<file path="src/rtl/sdr_pkg.sv">
package sdr_pkg;
  localparam int WORD_W     = 40;
  localparam int LANES      = 8;
  localparam int SEL_W      = 3;
  localparam int DEPTH_W    = $clog2(WORD_W + 1);
  localparam int LANE_CNT_W = $clog2(LANES + 1);

  typedef struct packed {
    logic             demux;
    logic             ext;
    logic [SEL_W-1:0] sel;
  } sdr_cfg_t;

  // per-lane depth n of each layout code
  function automatic logic [DEPTH_W-1:0] depth_of(input logic [SEL_W-1:0] s);
    case (s)
      3'd0:    depth_of = DEPTH_W'(5);
      3'd1:    depth_of = DEPTH_W'(4);
      3'd2:    depth_of = DEPTH_W'(8);
      3'd3:    depth_of = DEPTH_W'(10);
      3'd4:    depth_of = DEPTH_W'(16);
      3'd5:    depth_of = DEPTH_W'(20);
      3'd6:    depth_of = DEPTH_W'(32);
      default: depth_of = DEPTH_W'(40);
    endcase
  endfunction

  // active lane count of each layout code
  function automatic logic [LANE_CNT_W-1:0] lanes_of(input logic [SEL_W-1:0] s);
    case (s)
      3'd0, 3'd1: lanes_of = LANE_CNT_W'(8);
      3'd2:       lanes_of = LANE_CNT_W'(5);
      3'd3:       lanes_of = LANE_CNT_W'(4);
      3'd4, 3'd5: lanes_of = LANE_CNT_W'(2);
      default:    lanes_of = LANE_CNT_W'(1);
    endcase
  endfunction
endpackage

</file>
<file path="src/rtl/sdr_start_timer.sv">
module sdr_start_timer
  import sdr_pkg::*;
#(
  parameter int W     = WORD_W,
  parameter int CNT_W = $clog2(2 * W + 1)
) (
  input  logic             clk,
  input  logic             rst_n,
  input  logic             sync_i,
  input  logic             mode_i,
  input  logic             ext_i,
  input  logic [SEL_W-1:0] sel_i,
  output sdr_cfg_t         cfg_o,
  output logic             started_o,
  output logic             start_o,
  output logic             latch_o
);
  logic             sync_q;
  logic             warm_q;
  logic [CNT_W-1:0] cnt_q;
  logic [CNT_W-1:0] n_ext;
  logic [CNT_W-1:0] limit;

  assign n_ext   = CNT_W'(depth_of(cfg_o.sel));
  assign limit   = warm_q ? ((n_ext << 1) - CNT_W'(1)) : (n_ext - CNT_W'(1));
  assign start_o = sync_i & ~sync_q;
  assign latch_o = started_o & ~cfg_o.ext & ~start_o & (cnt_q == limit);

  // sync_q resets high: a start edge needs a sampled low first
  always_ff @(posedge clk or negedge rst_n) begin
    if (!rst_n) begin
      sync_q    <= 1'b1;
      cfg_o     <= '0;
      started_o <= 1'b0;
      warm_q    <= 1'b1;
      cnt_q     <= '0;
    end else begin
      sync_q <= sync_i;
      if (start_o) begin
        cfg_o     <= '{demux: mode_i, ext: ext_i, sel: sel_i};
        started_o <= 1'b1;
        warm_q    <= 1'b1;
        cnt_q     <= '0;
      end else if (started_o && !cfg_o.ext) begin
        if (latch_o) begin
          cnt_q  <= '0;
          warm_q <= 1'b0;
        end else begin
          cnt_q <= cnt_q + CNT_W'(1);
        end
      end
    end
  end
endmodule

</file>
<file path="src/rtl/sdr_shift_core.sv">
module sdr_shift_core
  import sdr_pkg::*;
#(
  parameter int W  = WORD_W,
  parameter int NL = LANES
) (
  input  logic          clk,
  input  logic          rst_n,
  input  sdr_cfg_t      cfg_i,
  input  logic          started_i,
  input  logic          start_i,
  input  logic          latch_i,
  input  logic          sync_i,
  input  logic          shift_en_i,
  input  logic [W-1:0]  par_data_i,
  input  logic          par_valid_i,
  output logic          par_ready_o,
  input  logic [NL-1:0] ser_i,
  output logic [NL-1:0] ser_o,
  output logic [W-1:0]  par_data_o,
  output logic          par_valid_o
);
  localparam int IDX_W = $clog2(W);

  logic [DEPTH_W-1:0]    n;
  logic [LANE_CNT_W-1:0] nl;
  logic [W-1:0]          sr_q, hold_q, entry_v, used_mask, par_q;
  logic [NL-1:0]         pick_v, ser_q;
  logic                  load_d_q, par_vld_q;
  logic                  mux_run, dmx_run, ext_act, ext_load, ext_entry, ext_shift, par_take;

  assign n  = depth_of(cfg_i.sel);
  assign nl = lanes_of(cfg_i.sel);

  assign mux_run   = started_i & ~cfg_i.ext & ~cfg_i.demux & ~start_i;
  assign dmx_run   = started_i & ~cfg_i.ext &  cfg_i.demux & ~start_i;
  assign ext_act   = started_i &  cfg_i.ext & ~start_i;
  assign ext_load  = ext_act & ~sync_i & ~shift_en_i;
  assign ext_entry = ext_act &  sync_i & ~shift_en_i;
  assign ext_shift = ext_act &  shift_en_i;
  assign par_take  = (dmx_run & latch_i) | ext_entry;

  assign par_ready_o = (mux_run & latch_i) | ext_load;

  // every lane shifts right; each lane's top slot takes its serial bit
  always_comb begin
    entry_v = sr_q >> 1;
    for (int k = 0; k < NL; k++) begin
      if (k < int'(nl)) entry_v[IDX_W'(k * int'(n) + int'(n) - 1)] = ser_i[k];
    end
  end

  for (genvar k = 0; k < NL; k++) begin : g_lane
    assign pick_v[k] = (k < int'(nl)) ? sr_q[IDX_W'(k * int'(n))] : 1'b0;
  end

  for (genvar p = 0; p < W; p++) begin : g_bit
    assign used_mask[p] = (p < int'(nl) * int'(n));
  end

  always_ff @(posedge clk or negedge rst_n) begin
    if (!rst_n) begin
      sr_q      <= '0;
      hold_q    <= '0;
      ser_q     <= '0;
      par_q     <= '0;
      load_d_q  <= 1'b0;
      par_vld_q <= 1'b0;
    end else if (start_i) begin
      sr_q      <= '0;
      ser_q     <= '0;
      par_q     <= '0;
      load_d_q  <= 1'b0;
      par_vld_q <= 1'b0;
    end else begin
      load_d_q <= mux_run & latch_i;
      if (mux_run && latch_i) hold_q <= par_valid_i ? par_data_i : '0;

      if (mux_run)                      sr_q <= load_d_q ? hold_q : (sr_q >> 1);
      else if (dmx_run)                 sr_q <= entry_v;
      else if (ext_load && par_valid_i) sr_q <= par_data_i;
      else if (ext_entry)               sr_q <= entry_v;
      else if (ext_shift)               sr_q <= sr_q >> 1;

      ser_q     <= (mux_run | ext_act) ? pick_v : '0;
      par_vld_q <= par_take;
      if (par_take) par_q <= entry_v & used_mask;
    end
  end

  assign ser_o       = ser_q;
  assign par_data_o  = par_q;
  assign par_valid_o = par_vld_q;
endmodule

</file>
<file path="src/rtl/sdr_lane_serdes.sv">
module sdr_lane_serdes
  import sdr_pkg::*;
#(
  parameter int W  = WORD_W,
  parameter int NL = LANES
) (
  input  logic             clk,
  input  logic             rst_n,
  input  logic             mode_i,
  input  logic [SEL_W-1:0] cfg_sel_i,
  input  logic             ext_timing_i,
  input  logic             sync_i,
  input  logic             shift_en_i,
  input  logic [W-1:0]     par_data_i,
  input  logic             par_valid_i,
  output logic             par_ready_o,
  input  logic [NL-1:0]    ser_i,
  output logic [NL-1:0]    ser_o,
  output logic [W-1:0]     par_data_o,
  output logic             par_valid_o
);
  sdr_cfg_t act_cfg;
  logic     started, start_pulse, latch_pulse;

  sdr_start_timer #(.W(W)) u_timer (
    .clk      (clk),
    .rst_n    (rst_n),
    .sync_i   (sync_i),
    .mode_i   (mode_i),
    .ext_i    (ext_timing_i),
    .sel_i    (cfg_sel_i),
    .cfg_o    (act_cfg),
    .started_o(started),
    .start_o  (start_pulse),
    .latch_o  (latch_pulse)
  );

  sdr_shift_core #(.W(W), .NL(NL)) u_core (
    .clk        (clk),
    .rst_n      (rst_n),
    .cfg_i      (act_cfg),
    .started_i  (started),
    .start_i    (start_pulse),
    .latch_i    (latch_pulse),
    .sync_i     (sync_i),
    .shift_en_i (shift_en_i),
    .par_data_i (par_data_i),
    .par_valid_i(par_valid_i),
    .par_ready_o(par_ready_o),
    .ser_i      (ser_i),
    .ser_o      (ser_o),
    .par_data_o (par_data_o),
    .par_valid_o(par_valid_o)
  );
endmodule

</file>
<file path="config.mk">
export PLATFORM = sky130hd
export DESIGN_NAME = sdr_lane_serdes
export DESIGN_NICKNAME = d
export VERILOG_FILES = /design/src/rtl/sdr_pkg.sv /design/src/rtl/sdr_start_timer.sv /design/src/rtl/sdr_shift_core.sv /design/src/rtl/sdr_lane_serdes.sv
export SDC_FILE = /design/constraint.sdc
export NUM_CORES = 1
export LEC_CHECK = 0
export BUFFER_PORTS_ARGS = -buffer_cell sky130_fd_sc_hd__buf_2
export CORE_MARGIN = 2
export CORE_UTILIZATION = 25
export DETAILED_ROUTE_END_ITERATION = 10
export MAX_ROUTING_LAYER = met4
export PLACE_DENSITY_LB_ADDON = 0.12
export SKIP_LAST_GASP = 1
export SYNTH_ARGS = -nofsm -noshare
export SYNTH_HDL_FRONTEND = slang
export SYNTH_SLANG_ARGS = --single-unit
</file>
<file path="constraint.sdc">
create_clock -name clk -period 11.34 [get_ports clk]
set_input_delay 0.567 -clock clk [delete_from_list [all_inputs] [get_ports clk]]
set_output_delay 0.567 -clock clk [all_outputs]
set_load 0.03 [all_outputs]
</file>
; ---- Word level (Yosys, flattened, before mapping)
; Cells that the tools add are included.
[totals]
reg_bits = 145
input_bits = 58
out_inout_bits = 50
elab_cells = 246
[op_classes]
n_addsub = 18
n_mul = 5
order_cmp = 71
eq_ne = 7
mux = 84
bitwise = 27
n_reduce_logical = 21
[ops]
columns = cell, count
row1 = $mux W40, 18
row2 = $lt A6 B32 Y1 const A, 16
row3 = $bwmux W40, 8
row4 = $lt A5 B32 Y1 const A, 8
row5 = $lt A7 B32 Y1 const A, 8
row6 = $lt A4 B32 Y1 const A, 4
row7 = $lt A6 B8 Y1 const B, 15
row8 = $lt A3 B32 Y1 const A, 2
row9 = $demux W1 S6, 8
row10 = $ge A6 B1 Y1 const B, 8
row11 = $add A6 B6 Y6, 7
row12 = $pmux W6 S7, 1
row13 = $sub A6 B2 Y6 const B, 7
row14 = $and A40 B40 Y40, 1
row15 = $mux W1, 35
row16 = $lt A1 B32 Y1 const A, 1
row17 = $lt A2 B32 Y1 const A, 1
row18 = $mux W7, 4
row19 = $bmux W1 S6, 4
row20 = $and A1 B1 Y1, 17
row21 = $lt A3 B4 Y1 const A, 4
row22 = $mux W8, 2
row23 = $pmux W4 S4, 1
row24 = $mul A3 B6 Y6 const A, 2
row25 = other kinds (24), 51

; ---- Logic depth before layout (Yosys ltp)
; Gate-level depths: netlist (run 1).
[depth]
depth_word = 28
mapped_depth = 21

; ---- Modules after synthesis
; From an unflattened synthesis (run 1), not the netlist that was laid out.
[unflattened]
hier_cells = 1608
hier_area_um2 = 13245.2
[by_module_without_submodules]
columns = mod, instances, cells_per_inst, area_each_um2, seq_area_each_um2
row1 = sdr_shift_core, 1, 1482, 12172.9, 3253.1
row2 = sdr_start_timer, 1, 126, 1072.3, 377.9

; ---- Worst setup path after synthesis (run 1)
; Ideal clock, no wire load.
[synth_timing]
path_kind = reg2reg
from = register u_timer.cfg_o[1] (netlist name)
to = register u_core.sr_q[27]
setup_ns = 0.121
arrival_ns = 5.067
required_ns = 11.219
setup_slack_ns = 6.152
stages_incl_launch_ff = 20
path_buffers = 4
period_less_slack_ns = 5.188
cell_sequence = dfrtp_1 buf_2 buf_2 clkbuf_1 nor2b_1 nand2_1 ha_1 clkbuf_1 clkinv_1 ha_1 fa_1 nand3b_1 nand2_1 xnor3_1 xnor2_1 o21bai_1 a221o_1 o31ai_1 o21ai_0 a22o_1
[synth_between]
elab_chain_len = 28
word_cells_on_any_way = 99
[synth_lines]
columns = element, line_no
row1 = from (decl), sdr_start_timer.sv:13  ; output sdr_cfg_t cfg_o,
row2 = from (signal assigned), sdr_start_timer.sv:40  ; cfg_o <= '{demux: mode_i, ext: ext_i, sel: sel_i};
row3 = "parallel branches: the longest is 22 deep, another holds $lt A6 B8 Y1", --
row4 = $mux W40 *, sdr_shift_core.sv:49  ; if (k < int'(nl)) entry_v[IDX_W'(k * int'(n) + int'(n) - 1)] = ser_i[k];
row5 = $mux W40, sdr_shift_core.sv:82  ; else if (ext_entry) sr_q <= entry_v;
row6 = $mux W40, sdr_shift_core.sv:81  ; else if (ext_load && par_valid_i) sr_q <= par_data_i;
row7 = $mux W40 *, sdr_shift_core.sv:80  ; else if (dmx_run) sr_q <= entry_v;
row8 = $mux W40 *, sdr_shift_core.sv:79  ; if (mux_run) sr_q <= load_d_q ? hold_q : (sr_q >> 1);
row9 = $mux W40 *, sdr_shift_core.sv:69  ; end else if (start_i) begin
row10 = to (signal assigned), sdr_shift_core.sv:79
row11 = to (signal assigned), sdr_shift_core.sv:80
row12 = to (signal assigned), sdr_shift_core.sv:81
row13 = to (decl), sdr_shift_core.sv:27  ; logic [W-1:0] sr_q, hold_q, entry_v, used_mask, par_q;
; Mark *: on every way between the ends.
; A chain may end at the register's enable or synchronous reset.

; ---- Final worst setup path (run 1)
[layout_timing]
from = register u_timer.cfg_o[1] (netlist name)
to = register u_core.sr_q[31]
; Same word-level chain as after synthesis.

==> flow_metrics.tcl, run 1 <==
set metrics [dict create \
    path_clk_slew_ns 0.07 \
    hold_path_class "in2async" \
    hold_violations 0 \
    final_cell_mix "nand2_1 (217), dfrtp_1 (143), nor2_1 (116)" \
    period_share 0.5569 \
    tritoncts "done" \
    cts.repair.resized 0 \
    power_density_mw_per_mm2 217.7 \
    die-area_mm2 0.05018 \
    insertion_delay_ns 0.49 \
    drc 0 \
    synth.cell_area_mm2 0.01210 \
    layout.nets 1649 \
    wire_per_inst_um 26.77 \
    firstDrtPassIters 6 \
    fin_hold_ws_ns 0.1227 \
    async_flop_share 1.000 \
    p_leak_uw 0.006174 \
    power_frac_clock 0.209 \
    cts_htree_levels 4 \
    cts-root-buf "clkbuf_16" \
    clk_path_buf_depth 2 \
    syn_area_per_cell_um2 8.357 \
    p_int_uw 1559 \
    r2r_slack_ns 5.02 \
    critPathRequiredTime_ns 11.72 \
    design.core.area_mm2 0.04775 \
    grt_pass1_vias 11490 \
    dp_cells 2119 \
    synthToLayoutAreaGrowth_pct 15.33 \
    clock_skew_ns 0.01602 \
    grt_max_degree 83 \
    drive_gt1_frac 0.1497 \
    cp_max_fo 47 \
    critPathArrivalTime_ns 6.69 \
    dieHeight_um 224.0 \
    die_w_um 224.0 \
    irDropWorstVdd_v 0.0001045 \
    total_power_uw 3038 \
    grt_usage 0.2391 \
    status "finished clean" \
    ys_warn_count 0 \
    gp_congestion 0.9565 \
    syn-instance-count 1448 \
    p_switching_uw 1479 \
    swShare 0.4869 \
    postCtsSetupBuffers 0 \
    cts_made_buffers 17 \
    end_kind "flop" \
    finalCriticalPeriod_ns 6.315 \
    drv_cap 0 \
    start_kind "flop" \
    pin_count 108 \
    port_buffers 107 \
    antenna_found_initial 1 \
    reg2regPathDepth 17 \
    synth-edff-count 0 \
    cts_hold_buf 0 \
    drtIter0Drc 1085 \
    power.share.sequential 0.260 \
    fmax_ghz 0.1583 \
    final_common_cell "nand2_1" \
    clock_sinks 145 \
    setup-violations-final 0 \
    rsz0062_at_grt "no" \
    synth_ff_type "dfrtp_1" \
    detail-route-antenna-nets 0 \
    tns_ns 0 \
    dp.final_hpwl_um 43510 \
    final_max_slew_viol_count 0 \
    utilization 0.2923 \
    initial_core_util 0.2535 \
    vias_per_cell 5.477 \
    wl_um 57610 \
    final-instance-count-excl-fill 2152 \
    synth_cell_types 90 \
    max_slew_margin 0.09276 \
    yosysSeqAreaShare 0.3000 \
    ys_ff_latch 145 \
    combinationalPowerShare 0.530 \
    overflow 0 \
    critPathKind "reg2reg" \
    grt_pass1_wl_um 83860 \
    via_count 11790 \
    num_rows 80 \
    tightest_slew_ns 1.350 \
]
## power groups by stage
stage	Sequential, uW	Combinational (uW)	Clock (uW)
2_1_floorplan	750	1010	0
3_3_place_gp	799	1590	0
3_5_place_dp	798	1590	0
4_1_cts	789	1600	660
5_1_grt	799	1730	674
6_report	791	1610	636
## cells by family (layout without fill, tap and decap cells)
family	count (synthesis)	in the layout	synth area share
AOI/OAI and AO/OA	399	399	0.2285
xor gates and xnor gates	44	44	0.03598
adders and majority gates	68	68	0.07899
buffers and inverters	165	236	0.05542
DFF	145	145	0.3000
muxes	85	85	0.09284
other	2	20	0.0006206
and+or+nand+nor	540	540	0.2076
## state kept, by name, summed over array words and instances, names as in the netlist
name and flops:
u_core.sr_q 40, u_timer.cfg_o 5, u_core.par_data_o 40, u_core.par_valid_o 1, u_timer.sync_q 1, u_core.hold_q 40, u_core.ser_o 8, u_timer.started_o 1
u_timer.warm_q 1, u_core.load_d_q 1, u_timer.cnt_q 7
## synth_stat cells (10+ instances only)
cell type,number,area share
a211oi_1,19,0.012
a21o_1,13,0.0081
a21oi_1,75,0.031
a221oi_1,11,0.0080
a22o_1,18,0.013
a31oi_1,25,0.013
a32o_1,17,0.014
and2_1,13,0.0067
and3_1,13,0.0067
buf_2,14,0.0058
clkbuf_1,68,0.021
dfrtp_1,143,0.30
fa_1,14,0.023
ha_1,54,0.056
inv_1,66,0.020
mux2_2,14,0.013
mux2i_1,50,0.041
mux4_2,20,0.037
nand2_1,217,0.067
nand2b_1,18,0.0093
nand3_1,50,0.021
nor2_1,116,0.036
nor3_1,37,0.015
nor4_1,17,0.0088
o211ai_1,11,0.0068
o21ai_0,91,0.038
o221ai_1,22,0.016
o22ai_1,10,0.0052
o2bb2ai_1,12,0.0087
o31ai_1,14,0.0087
or3_1,15,0.0078
xnor2_1,20,0.014
xor2_1,20,0.014
## area by class of cell
| cell class | count | area, um2 |
|---|---|---|
| fillers | 5180 | 33790 |
| multi-input cells | 1155 | 7913 |
| flip-flops and latches | 145 | 3631 |
| well taps | 615 | 769.5 |
| repair buffers | 135 | 752.0 |
| clock buffers | 21 | 450.4 |
| inverters | 69 | 261.5 |
| clock inverters | 11 | 177.7 |
| diodes | 1 | 2.502 |
## routing by layer
metal / global-route usage / wire, um / vias to the layer above
li1: - / - / 5434
met1: 0.3070 / 25740 / 5903
met2: 0.3855 / 27590 / 364
met3: 0.03318 / 2428 / 85
met4: 0.08366 / 1847 / 0
met5: - / 0 / -
## final timing paths
kind	startpoint	end
worst max-delay path	u_timer.cfg_o[1]	u_core.sr_q[31]
worst min-delay path	rst_n	u_core.hold_q[23]
worst max register to register	u_timer.cfg_o[1]	u_core.sr_q[31]
worst min register to register	u_core.hold_q[1]	u_core.hold_q[1]
max in group asynchronous	rst_n	u_timer.cnt_q[5]
min in group clk	sync_i	u_timer.sync_q
## critical path: stages (launching register included)
cell and delay [ns]:
dfrtp_1 0.33, buf_4 0.38, nor2b_1 0.40, nand2_1 0.55, inv_1 0.55, fa_1 0.32, xor2_1 0.62, inv_1 0.15
ha_1 0.35, and2_1 0.16, o32ai_1 0.22, a21oi_1 0.12, xnor3_1 0.49, nor2_1 0.16, nor4b_2 0.21, a2111oi_0 0.74
o31ai_1 0.18, a22o_1 0.23
## stage by stage
stage | worst slack, ns | instance area, um2
6_report | 5.025 | 13960
5_1_grt | 4.611 | 13960
4_1_cts | 5.110 | 13950
3_5_place_dp | 5.217 | 13330
3_3_place_gp | 5.269 | 13330
2_1_floorplan | 6.152 | 12170
Power figures use the tool's default switching activity.
==> inputs of run 2 (changes only) <==
==> constraint.sdc (replaced) <==
create_clock -name clk -period 6.28 [get_ports clk]
set_input_delay 0.314 -clock clk [delete_from_list [all_inputs] [get_ports clk]]
set_output_delay 0.314 -clock clk [all_outputs]
set_load 0.03 [all_outputs]
==> run 2 against run 1 <==
Against the previous run:
- largest power group unchanged
- combinational power rose by 84%
- largest cell class unchanged
- die area is the same
- via count up 1.4%
- core utilization up 0.19 points
- register-to-register slack worse by 4.4 ns
- sequential cell count unchanged
- sequential power grew 80%
==> flow_metrics.tcl, run 2 (synthesis results as in run 1) <==
set metrics [dict create \
    status "finished clean" \
    antenna_cells 0 \
    tns_ns 0 \
    path_cells "nor2b_1, nor2_1, inv_1, fa_1, inv_1, fa_1, xor2_1, inv_1, ha_1, o221ai_1, xor3_1, and2_1, a221o_1, o31ai_1, o21ai_0, a22o_1" \
    tightest_slew_ns 1.235 \
    grt_max_degree 86 \
    firstDrtPassIters 5 \
    layout.nets 1666 \
    hold_violations 0 \
    power_density_mw_per_mm2 391.3 \
    hold_path_class "in2reg" \
    gp_congestion 0.9692 \
    final_cell_mix "nand2_1 (217), dfrtp_1 (143), nor2_1 (116)" \
    finalCriticalPeriod_ns 5.642 \
    cts-root-buf "clkbuf_16" \
    grt_pass1_wl_um 84570 \
    clock_skew_ns 0.01853 \
    dp_slack_ns 0.7410 \
    vias_per_cell 5.510 \
    drv_cap 0 \
    period_share 0.8984 \
    dieHeight_um 224.0 \
    setup-violations-final 0 \
    pin_count 108 \
    antenna_found_initial 1 \
    end_kind "flop" \
    max_slew_margin 0.1701 \
    path_clk_slew_ns 0.07 \
    cts.repair.resized 0 \
    cp_max_fo 20 \
    wl_um 57430 \
    clock_sinks 145 \
    tritoncts "done" \
    n_fill_cell 5078 \
    rsz0062_at_grt "no" \
    grt_pass1_vias 11830 \
    final_common_cell "nand2_1" \
    cts_htree_levels 4 \
    overflow 0 \
    slowest_delay_ns 0.76 \
    cts_made_buffers 17 \
    cp_num_buf_inv 3 \
    synthToLayoutAreaGrowth_pct 16.08 \
    detail-route-antenna-nets 0 \
    start_kind "flop" \
    insertion_delay_ns 0.50 \
    critPathKind "reg2reg" \
    die_w_um 224.0 \
    drtIter0Drc 1211 \
    slowest_stage "dfrtp_1" \
    wire_per_inst_um 26.49 \
    worst_slack_ns 0.6383 \
    final_max_slew_viol_count 0 \
    dp.final_hpwl_um 43780 \
    crit_path_frequent_cell "inv_1" \
    design.core.area_mm2 0.04775 \
    drive_gt1_frac 0.1565 \
    initial_core_util 0.2535 \
    critical_path.top_delay_family "adder cells" \
    grt_usage 0.2404 \
    p_leak_uw 0.006230 \
    die-area_mm2 0.05018 \
    via_count 11950 \
    irDropWorstVdd_v 0.0001616 \
    critPathArrivalTime_ns 6.02 \
    drc 0 \
    num_rows 80 \
    port_buffers 107 \
    clk_path_buf_depth 2 \
    critPathRequiredTime_ns 6.66 \
    fmax_ghz 0.1773 \
]
==> run 2: cell types whose count changed in the layout (fill, tap and decap cells not counted), sizes merged, moves of 2 or more <==
cell / delta
buf: +12
inv: +3
bufinv: -2
dlygate4sd3: +5
clkinv: -3
clkinvlp: +3
==> run 2: worst paths after layout <==
path                                         from                    end  slack [ns]  cells after the start
worst max-delay path             u_timer.cfg_o[0]        u_core.sr_q[27]        0.64                     16
worst max register to register   u_timer.cfg_o[0]        u_core.sr_q[27]        0.64                     16
min in group asynchronous                   rst_n      u_core.hold_q[27]        0.49                      2
worst min register to register  u_core.hold_q[17]      u_core.hold_q[17]        0.48                      2
max in group asynchronous                   rst_n  u_core.par_data_o[12]        4.35                      3
worst min-delay path                 cfg_sel_i[0]       u_timer.cfg_o[0]        0.06                      3
==> run 2: cell type report <==
class | instances | area [um2] | share of cell area
Clock inverter | 12 | 146.4 | 0.01042
Sequential cell | 145 | 3631 | 0.2585
Inverter | 69 | 261.5 | 0.01862
Multi-Input combinational cell | 1155 | 7890 | 0.5617
Tap cell | 615 | 769.5 | 0.05478
Clock buffer | 20 | 456.7 | 0.03251
Timing Repair Buffer | 152 | 892.1 | 0.06351
==> run 2: report_power, final <==
part           total (uW)  leakage [uW]  switching, uW  internal [uW]
Combinational        2960       0.00401           1910           1050
Sequential           1420       0.00194            303           1120
Clock                1110      0.000286            499            614
Total                5500       0.00623           2710           2780
==> run 2: layer usage <==
metal / up-vias / global-route usage / share of wire / routed length (um)
met5: - / - / 0 / 0
met4: 0 / 0.1196 / 0.049 / 2792
met3: 105 / 0.03987 / 0.054 / 3082
met2: 435 / 0.3738 / 0.47 / 27040
met1: 5935 / 0.3026 / 0.43 / 24510
li1: 5471 / - / - / -
==> run 2: worst min-delay path, stage by stage <==
cell and delay, ns:
buf_2 0.09, nand2_1 0.07, nand2_1 0.06
==> run 2: what timing repair did <==
action	in CTS	in global routing
hold buffers	5	0
setup buffers	0	0
hold endpoints to repair	87	0
==> run 2: metrics by stage <==
step | instances | hold slack (ns) | cell area, um2 | total power, uW | utilization
after global placement | 2131 | 0.4586 | 13390 | 4355 | 0.2805
after detailed placement | 2131 | 0.4700 | 13390 | 4346 | 0.2805
final | 2168 | 0.06477 | 14050 | 5496 | 0.2942
after floorplan | 1465 | 0.01841 | 12170 | 3180 | -
after global routing | 2168 | 0.07574 | 14050 | 5803 | 0.2942
after CTS | 2168 | 0.03836 | 14050 | 5490 | 0.2942
==> inputs of run 3 (changes only) <==
--- a/config.mk
+++ b/config.mk
@@ -7,7 +7,7 @@
 export LEC_CHECK = 0
 export BUFFER_PORTS_ARGS = -buffer_cell sky130_fd_sc_hd__buf_2
 export CORE_MARGIN = 2
-export CORE_UTILIZATION = 25
+export CORE_UTILIZATION = 62
 export DETAILED_ROUTE_END_ITERATION = 10
 export MAX_ROUTING_LAYER = met4
 export PLACE_DENSITY_LB_ADDON = 0.12
==> run 3 against run 2 <==
Against the previous run:
- cell count fell by 16%
- die area fell by 59%
- largest power group unchanged
- power fell by 1.4%
- clock power barely moved
- non-clock buffer count fell by 8
- clock-buffer cell count fell by 2
- fmax rose by 3.9%
- sequential power barely moved
- first-iteration DRC count rose by 68%
- combinational power fell by 1%
==> flow_metrics.tcl, run 3 (synthesis results as in run 1) <==
set metrics [dict create \
    clock_sinks 145 \
    via_count 12930 \
    drc 0 \
    postCtsSetupBuffers 0 \
    path_clk_slew_ns 0.08 \
    cp_num_buf_inv 4 \
    dp.final_hpwl_um 36470 \
    drv_cap 0 \
    max_slew_margin 0.2245 \
    finalCriticalPeriod_ns 5.430 \
    worst_slack_ns 0.8500 \
    insertion_delay_ns 0.44 \
    power_density_mw_per_mm2 400.4 \
    tightest_slew_ns 1.161 \
    status "finished clean" \
    cts-root-buf "clkbuf_16" \
    synthToLayoutAreaGrowth_pct 11.87 \
    pin_count 108 \
    gp_congestion 1.124 \
    antenna_found_initial 1 \
    final_cell_mix "nand2_1 (217), dfrtp_1 (143), nor2_1 (116)" \
    cp_max_fo 10 \
    dieHeight_um 143.7 \
    fmax_ghz 0.1842 \
    reg2regPathDepth 17 \
    r2r_slack_ns 0.85 \
    drtIter0Drc 2036 \
    critPathKind "reg2reg" \
    overflow 0 \
    vias_per_cell 7.141 \
    dp_slack_ns 0.9761 \
    r2r_end "u_core.sr_q[27]" \
    irDropWorstVdd_v 0.0002067 \
    die_w_um 143.7 \
    slowest_stage "fa_1" \
    grt_pass1_wl_um 73550 \
    p_leak_uw 0.006196 \
    tns_ns 0 \
    detail-route-antenna-nets 0 \
    final_common_cell "nand2_1" \
    initial_core_util 0.6259 \
    rsz0062_at_grt "no" \
    hold_path_class "in2reg" \
    utilization 0.7002 \
    wire_per_inst_um 27.28 \
    hold_violations 0 \
    die-area_mm2 0.02065 \
    firstDrtPassIters 9 \
    grt_max_degree 79 \
    critPathRequiredTime_ns 6.61 \
    fin_hold_ws_ns 0.04417 \
    clk_path_buf_depth 2 \
    layout.nets 1658 \
    design.core.area_mm2 0.01933 \
    period_share 0.8646 \
    grt_pass1_vias 12200 \
    critPathArrivalTime_ns 5.76 \
    port_buffers 107 \
    reg2reg_from "u_timer.cfg_o[2]" \
    clock_skew_ns 0.01463 \
    cp-startpoint "u_timer.cfg_o[2]" \
    path_cells "nor2b_1, buf_4, nor2_1, inv_1, fa_1, inv_1, fa_1, xor2_1, inv_1, ha_1, o221ai_1, xor3_1, and2_1, a221o_1, o31ai_1, o21ai_0, a22o_1" \
    cts_htree_levels 4 \
    drive_gt1_frac 0.1547 \
    cts.repair.resized 0 \
    wl_um 49400 \
    hold_depth 1 \
    grt_usage 0.4973 \
    cts_made_buffers 17 \
    setup-violations-final 0 \
    final_max_slew_viol_count 0 \
    start_kind "flop" \
    critical_path.top_delay_family "compound AO/OA/AOI/OAI gates" \
    slowest_delay_ns 0.56 \
    end_kind "flop" \
    crit_path_frequent_cell "inv_1" \
    worstHoldStart "sync_i" \
    tritoncts "done" \
    hold_end "u_timer.sync_q" \
    num_rows 51 \
]
## run 3: routing by layer
layer,share of wire,wire [um],up-vias,global-route usage
li1,-,-,5466,-
met1,0.35,17490,6043,0.6231
met2,0.43,21010,1082,0.7088
met3,0.13,6242,341,0.1090
met4,0.094,4658,0,0.3638
met5,0,0,-,-
## run 3: worst max-delay path by stage
stage                                  endpoint  slack [ns]  depth (start not counted)
after floorplan                 u_core.sr_q[27]        1.09                         19
after global placement    u_core.par_data_o[27]        1.17                         17
after detailed placement        u_core.sr_q[27]        0.98                         17
after CTS                       u_core.sr_q[27]        0.94                         17
after global routing            u_core.sr_q[27]        0.54                         21
final                           u_core.sr_q[27]        0.85                         17
## run 3: layout make-up
type,instances,area (um2)
Antenna cell,1,2.502
Clock buffer,18,439.2
Clock inverter,14,166.4
Fill cell,1528,5797
Inverter,69,261.5
Multi-Input combinational cell,1155,7884
Sequential cell,145,3631
Tap cell,265,331.6
Timing Repair Buffer,144,822.0
## run 3: power breakdown
group	internal, uW	switching [uW]	leakage, uW
Combinational	1020	1900	0.00397
Clock	579	501	0.000291
Sequential	1120	299	0.00194
## run 3: per-stage QoR
stage          total power [uW]  instances  cell area (um2)
2_1_floorplan              3180       1465            12170
6_report                   5420       1811            13540
3_3_place_gp               4114       1777            12920
5_1_grt                    5570       1811            13540
4_1_cts                    5233       1810            13540
3_5_place_dp               4151       1777            12920
## run 3: repair_timing
item | 4_1_cts | 5_1_grt
endpoints found under the setup margin | 0 | 0
hold buffers | 1 | 0
endpoints found under the hold margin | 67 | 0
